`src/rtl/sru_pkg.sv`:
```
package sru_pkg;
  localparam int unsigned INSTR_W  = 32;
  localparam int unsigned PRIV_W   = 2;
  localparam int unsigned RIDX_W   = 5;
  localparam int unsigned NLANE    = 7;

  localparam logic [INSTR_W-1:0] ENC_HALT    = 32'hFFFD_EAD0;
  localparam logic [INSTR_W-1:0] ENC_RESET   = 32'hFFFD_EAD1;
  localparam logic [INSTR_W-1:0] ENC_RESTORE = 32'hFFFD_EAD2;
  localparam logic [7:0]         RET_SUB     = 8'h60;
  localparam logic [7:0]         RET_RS_SUB  = 8'h65;

  typedef enum logic [2:0] {
    OP_NONE,
    OP_HALT,
    OP_RESET,
    OP_RESTORE,
    OP_RET,
    OP_RET_RESTORE
  } sru_op_e;

  // fixed destination of each shadow lane
  function automatic logic [RIDX_W-1:0] lane_target(input int unsigned k);
    case (k)
      0:       lane_target = RIDX_W'(1);
      1:       lane_target = RIDX_W'(8);
      2:       lane_target = RIDX_W'(9);
      3:       lane_target = RIDX_W'(16);
      4:       lane_target = RIDX_W'(17);
      5:       lane_target = RIDX_W'(24);
      default: lane_target = RIDX_W'(25);
    endcase
  endfunction
endpackage

```
`src/rtl/sru_decode.sv`:
```
module sru_decode
  import sru_pkg::*;
(
  input  logic [INSTR_W-1:0] instr_i,
  output sru_op_e            op_o
);
  logic ret_shape;

  // return family: major opcode 0, sub-op in [12:5], low field 0
  assign ret_shape = (instr_i[31:26] == 6'd0) && (instr_i[4:0] == 5'd0);

  always_comb begin
    op_o = OP_NONE;
    if (instr_i == ENC_HALT)                               op_o = OP_HALT;
    else if (instr_i == ENC_RESET)                         op_o = OP_RESET;
    else if (instr_i == ENC_RESTORE)                       op_o = OP_RESTORE;
    else if (ret_shape && instr_i[12:5] == RET_RS_SUB)     op_o = OP_RET_RESTORE;
    else if (ret_shape && instr_i[12:5] == RET_SUB)        op_o = OP_RET;
  end
endmodule

```
`src/rtl/sru_lanes.sv`:
```
module sru_lanes
  import sru_pkg::*;
#(
  parameter int unsigned DATA_W = 32
) (
  input  logic                       clk_i,
  input  logic                       rst_ni,
  input  logic                       copy_i,
  input  logic [NLANE*DATA_W-1:0]    shadow_i,
  output logic [NLANE-1:0]           we_o,
  output logic [NLANE*RIDX_W-1:0]    waddr_o,
  output logic [NLANE*DATA_W-1:0]    wdata_o
);
  for (genvar k = 0; k < NLANE; k++) begin : g_lane
    logic              we_q;
    logic [DATA_W-1:0] data_q;

    always_ff @(posedge clk_i or negedge rst_ni) begin
      if (!rst_ni) begin
        we_q   <= 1'b0;
        data_q <= '0;
      end else begin
        we_q   <= copy_i;
        data_q <= copy_i ? shadow_i[k*DATA_W +: DATA_W] : '0;
      end
    end

    assign we_o[k]                     = we_q;
    assign wdata_o[k*DATA_W +: DATA_W] = data_q;
    assign waddr_o[k*RIDX_W +: RIDX_W] = lane_target(k);
  end
endmodule

```
`src/rtl/sru_ctrl.sv`:
```
module sru_ctrl
  import sru_pkg::*;
(
  input  logic    clk_i,
  input  logic    rst_ni,
  input  sru_op_e op_i,
  input  logic    exec_i,
  input  logic    legal_i,
  output logic    copy_o,
  output logic    halt_o,
  output logic    reset_o,
  output logic    ret_o,
  output logic    exc_o
);
  logic go, ret_s1_q, halt_q, reset_q, ret_q, exc_q;

  assign go     = exec_i && legal_i && (op_i != OP_NONE);
  assign copy_o = go && (op_i == OP_RESTORE || op_i == OP_RET_RESTORE);

  always_ff @(posedge clk_i or negedge rst_ni) begin
    if (!rst_ni) begin
      halt_q   <= 1'b0;
      reset_q  <= 1'b0;
      exc_q    <= 1'b0;
      ret_s1_q <= 1'b0;
      ret_q    <= 1'b0;
    end else begin
      halt_q   <= go && (op_i == OP_HALT);
      reset_q  <= go && (op_i == OP_RESET);
      exc_q    <= exec_i && !legal_i && (op_i != OP_NONE);
      // return trails the copy stage by one cycle
      ret_s1_q <= go && (op_i == OP_RET || op_i == OP_RET_RESTORE);
      ret_q    <= ret_s1_q;
    end
  end

  assign halt_o  = halt_q;
  assign reset_o = reset_q;
  assign exc_o   = exc_q;
  assign ret_o   = ret_q;
endmodule

```
`src/rtl/shadow_restore_unit.sv`:
```
module shadow_restore_unit
  import sru_pkg::*;
#(
  parameter int unsigned DATA_W = 32,
  localparam int unsigned SH_W  = NLANE * DATA_W,
  localparam int unsigned AD_W  = NLANE * RIDX_W
) (
  input  logic               clk_i,
  input  logic               rst_ni,
  input  logic [INSTR_W-1:0] instr_i,
  input  logic [PRIV_W-1:0]  priv_i,
  input  logic               nullify_i,
  input  logic [SH_W-1:0]    shadow_i,
  output logic [NLANE-1:0]   gpr_we_o,
  output logic [AD_W-1:0]    gpr_waddr_o,
  output logic [SH_W-1:0]    gpr_wdata_o,
  output logic               halt_req_o,
  output logic               reset_req_o,
  output logic               ret_o,
  output logic               priv_exc_o
);
  sru_op_e op;
  logic    copy;

  sru_decode u_dec (
    .instr_i (instr_i),
    .op_o    (op)
  );

  sru_ctrl u_ctrl (
    .clk_i   (clk_i),
    .rst_ni  (rst_ni),
    .op_i    (op),
    .exec_i  (!nullify_i),
    .legal_i (priv_i == '0),
    .copy_o  (copy),
    .halt_o  (halt_req_o),
    .reset_o (reset_req_o),
    .ret_o   (ret_o),
    .exc_o   (priv_exc_o)
  );

  sru_lanes #(.DATA_W(DATA_W)) u_lanes (
    .clk_i    (clk_i),
    .rst_ni   (rst_ni),
    .copy_i   (copy),
    .shadow_i (shadow_i),
    .we_o     (gpr_we_o),
    .waddr_o  (gpr_waddr_o),
    .wdata_o  (gpr_wdata_o)
  );
endmodule

```
`config.mk`:
```
export PLATFORM = sky130hd
export DESIGN_NAME = shadow_restore_unit
export DESIGN_NICKNAME = d
export VERILOG_FILES = /design/src/rtl/sru_pkg.sv /design/src/rtl/sru_decode.sv /design/src/rtl/sru_lanes.sv /design/src/rtl/sru_ctrl.sv /design/src/rtl/shadow_restore_unit.sv
export SDC_FILE = /design/constraint.sdc
export NUM_CORES = 1
export LEC_CHECK = 0
export BUFFER_PORTS_ARGS = -buffer_cell sky130_fd_sc_hd__buf_2
export CORE_AREA = 3 3 207 209
export DETAILED_ROUTE_END_ITERATION = 10
export DIE_AREA = 0 0 210 212
export PLACE_DENSITY = 0.44
export REMOVE_ABC_BUFFERS = 1
export SLEW_MARGIN = 20
export SYNTH_ARGS = -nofsm -noshare
export SYNTH_HDL_FRONTEND = slang
export SYNTH_SLANG_ARGS = --single-unit
```
`constraint.sdc`:
```
create_clock -name clk_i -period 0.9 [get_ports clk_i]
set_input_delay 0.135 -clock clk_i [delete_from_list [all_inputs] [get_ports clk_i]]
set_output_delay 0.135 -clock clk_i [all_outputs]
set_load 0.03 [all_outputs]
```
==> run_results.csv <==
group,metric,value,unit
cts,cts_buffer_depth,3,
power_and_ir_drop,irDropWorstVdd,0.00133,V
setup_path,crit_arrival,1.85,ns
finish,nets,1679,
detailed_routing,antenna_left,0,
status,failed_checks,"setup timing",
finish,multi_input_area,4580,sq um
cts,cts-hold-fix-buffers,228,
timing,layout_setup_ws,-0.525,ns
placement,dpl.hpwl,24900,um
floorplanning,ios,531,
cts,cts.clk_slew.worst_paths,0.06,ns
setup_path,critical_path.max_stage_delay,0.29,ns
timing,hold_viol,0,
logic_synthesis,synthAdderAreaFrac,0,
cts,cts-buffers-inserted,27,
global_route,grt_pass1_wl,56300,um
setup_path,cpMostUsedCell,"buf_6",
floorplanning,die-area,44500,sq um
cts,cts_tree,"yes",
setup_path,required,1.32,ns
finish,seq_area,5760,sq um
timing,maxSlewViolCount,0,
logic_synthesis,yosysSeqAreaShare,0.610,
cts,clockRootBuffer,"clkbuf_16",
floorplanning,die_width,210,um
setup_path,startpoint_type,"input port",
logic_synthesis,netlist_instances,606,
floorplanning,coreArea,41000,sq um
logic_synthesis,syn_area_per_cell,15.6,sq um
global_route,overflow,0,
setup_path,critPathCaptureType,"flop",
finish,fin_cells,1971,
timing,setup_viol,463,
timing,min_period,1.43,ns
logic_synthesis,yosys.cell_types.count,27,
logic_synthesis,yosys_warnings,0,
setup_path,critPathSlowestCell,"nor4b_2",
cts,cts_max_level,1,
run,maxCapViolCount,0,
power_and_ir_drop,p_per_area,1170,nW/um^2
timing,final.setup_skew,0.000233,ns
logic_synthesis,synth-simple-area-share,0.302,
finish,drive_gt1_frac,0.637,
timing,rsz0062_at_grt,"yes",
logic_synthesis,synth_area,9430,sq um
logic_synthesis,synth_top_family_by_area,"simple AND/OR/NAND/NOR gates",
placement,dp.cells,1646,
detailed_routing,wl_per_cell,20.1,um
placement,place_congestion,0.742,
detailed_routing,vias,8555,
setup_path,worstPathCellList,"buf_6 -> nand4b_1 -> nor4_4 -> buf_4 -> a32oi_4 -> buf_12 -> buf_6 -> buf_16 -> buf_8 -> nor4b_2",
floorplanning,rows,74,
logic_synthesis,synth.ff_latch_count,230,
cts,cts_sinks,230,
worst_hold_path,hold_path_class,"in -> reg",
finish,fill_cells,3393,
timing,tns,-158.81,ns
logic_synthesis,synth_xor_xnor_area_share,0.00186,
floorplanning,die_h,212,um
finish,area_growth,116,%
detailed_routing,dr.pass1.iters,4,
detailed_routing,via_per_inst,4.34,
timing,holdWs,0.0142,ns
logic_synthesis,netlist.area_leader.share,0.610,
placement,io_buffers,495,
detailed_routing,drc,0,
finish,final_core_util,0.496,
setup_path,path_class,"in -> reg",
logic_synthesis,synth_compound_area_frac,0.00265,
timing,max_freq,702,MHz
timing,period_share,1.58,
detailed_routing,wl,39700,um
global_route,antenna_found_initial,1,
logic_synthesis,synth_area_leaders,"dfrtp_1 61%, nor4b_2 18%, nor4b_1 11%",
global_route,grt_max_degree,37,
floorplanning,initial_core_util,0.230,
logic_synthesis,synth.area.mux_share,0,
cts,clk_latency,0.53,ns
detailed_routing,drt_iter0_markers,262,
status,outcome,"complete, but fails checks",
logic_synthesis,synth_largest_area_cell,"dfrtp_1",
global_route,grt_pass1_vias,9637,
setup_path,cp_max_fo,6,
global_route,track_usage,0.162,
setup_path,critPathTopFamily,"buffers and inverters",
power_and_ir_drop,power_leakage,9.93,nW
setup_path,cp_num_buf_inv,6,
==> cells by family (layout without fill, tap and decap cells) <==
logic type                count (synthesis)  count (layout)
AOI/OAI and AO/OA                         3               3
xor gates and xnor gates                  2               2
buffers and inverters                   119             917
DFF                                     230             230
other                                     2              37
and+or+nand+nor                         250             250
==> metrics by stage <==
| stage | power, mW | instance area [sq um] | setup WS, ns |
|---|---|---|---|
| global route | 24.6 | 20300 | -0.538 |
| detailed placement | 12.1 | 13100 | -1.08 |
| floorplan | 11.0 | 8780 | -13.32 |
| finish | 23.7 | 20300 | -0.525 |
| global placement | 12.2 | 13100 | -1.06 |
| CTS | 23.9 | 19100 | -0.492 |
==> layer usage <==
metal  global-route usage  vias to the layer above  part of all wire
met4               0.0481                        0             0.026
met1                0.186                     4315              0.38
met5                    0                        -                 0
li1                     -                     3833                 -
met2                0.302                      344              0.53
met3               0.0342                       63             0.055
==> synth_stat cells, drive strengths merged <==
| master | n |
|---|---|
| and4bb | 1 |
| and3 | 2 |
| or3 | 1 |
| inv | 1 |
| clkbuf | 37 |
| nand4b | 3 |
| nand4 | 4 |
| xor2 | 2 |
| nor4 | 4 |
| buf | 81 |
| a32oi | 2 |
| nor3b | 1 |
| nand2 | 1 |
| nor3 | 1 |
| dfrtp | 230 |
| a211oi | 1 |
| and4 | 1 |
| nor2 | 4 |
| conb | 2 |
| and2 | 1 |
| nor4b | 226 |
==> where the power goes <==
| group | switching (mW) | total [mW] | internal, mW |
|---|---|---|---|
| clock network | 4.39 | 10.7 | 6.31 |
| logic | 1.11 | 2.64 | 1.53 |
| registers | 0.000000217 | 10.3 | 10.3 |
==> cells in the final DEF (no fill, tap or decap), types with 2 or more instances in the layout <==
cell           instances
dfrtp_1              229
nor4_1                 3
clkbuf_16             37
buf_6                242
dlygate4sd3_1        228
nor2_1                 4
nor4b_2              130
clkbuf_1               5
buf_4                 66
buf_8                  5
nand4_1                4
clkbuf_8               3
diode_2                2
xor2_1                 2
bufinv_16              2
nand4b_1               2
buf_12                38
clkinv_2               9
buf_2                258
nor4b_1                5
a32oi_4                2
conb_1                35
buf_16                20
nor4b_4               91
==> repair_timing <==
item / in CTS / in global routing
gates cloned: 18 / 13
gates resized for setup: 601 / 131
hold endpoints to repair: 457 / 1
setup buffers: 11 / 9
pin swaps: 13 / 17
endpoints found under the setup margin: 462 / 462
==> cell type report <==
type | count | share of cell area
antenna | 2 | 0.000246
sequential | 230 | 0.283
clock buffer | 35 | 0.0362
inverter | 1 | 0.000185
multi-input combinational | 290 | 0.225
clock inverter | 13 | 0.00597
timing repair buffer | 868 | 0.416
tap | 532 | 0.0327
==> flip-flops by register name (all words and copies together), names as in the netlist <==
signal	count
u_ctrl.ret_o	1
u_ctrl.ret_s1_q	1
u_lanes.g_lane.we_q	1
u_ctrl.exc_o	1
u_lanes.g_lane.data_q	224
u_ctrl.reset_o	1
u_ctrl.halt_o	1
==> final timing paths <==
kind	slack (ns)	cells after the start	start	to
worst max-delay path	-0.53	10	instr_i[17]	u_lanes.g_lane[2].data_q[1]$_DFF_PN0_
worst min-delay path	0.01	5	instr_i[12]	u_ctrl.ret_s1_q$_DFF_PN0_
worst max register to register	0.43	0	u_ctrl.ret_s1_q$_DFF_PN0_	u_ctrl.ret_o$_DFF_PN0_
worst min register to register	0.35	0	u_ctrl.ret_s1_q$_DFF_PN0_	u_ctrl.ret_o$_DFF_PN0_
max in group asynchronous	0.27	3	rst_ni	u_lanes.g_lane[0].we_q$_DFF_PN0_
min in group asynchronous	0.11	2	rst_ni	u_lanes.g_lane[3].data_q[11]$_DFF_PN0_
==> worst min-delay path, cell delays in order <==
cell,delay [ns]
buf_2,0.09
nor4b_1,0.05
buf_4,0.14
nand2_1,0.06
nor2_1,0.04
Note: power is estimated with default switching activity, not from simulation.
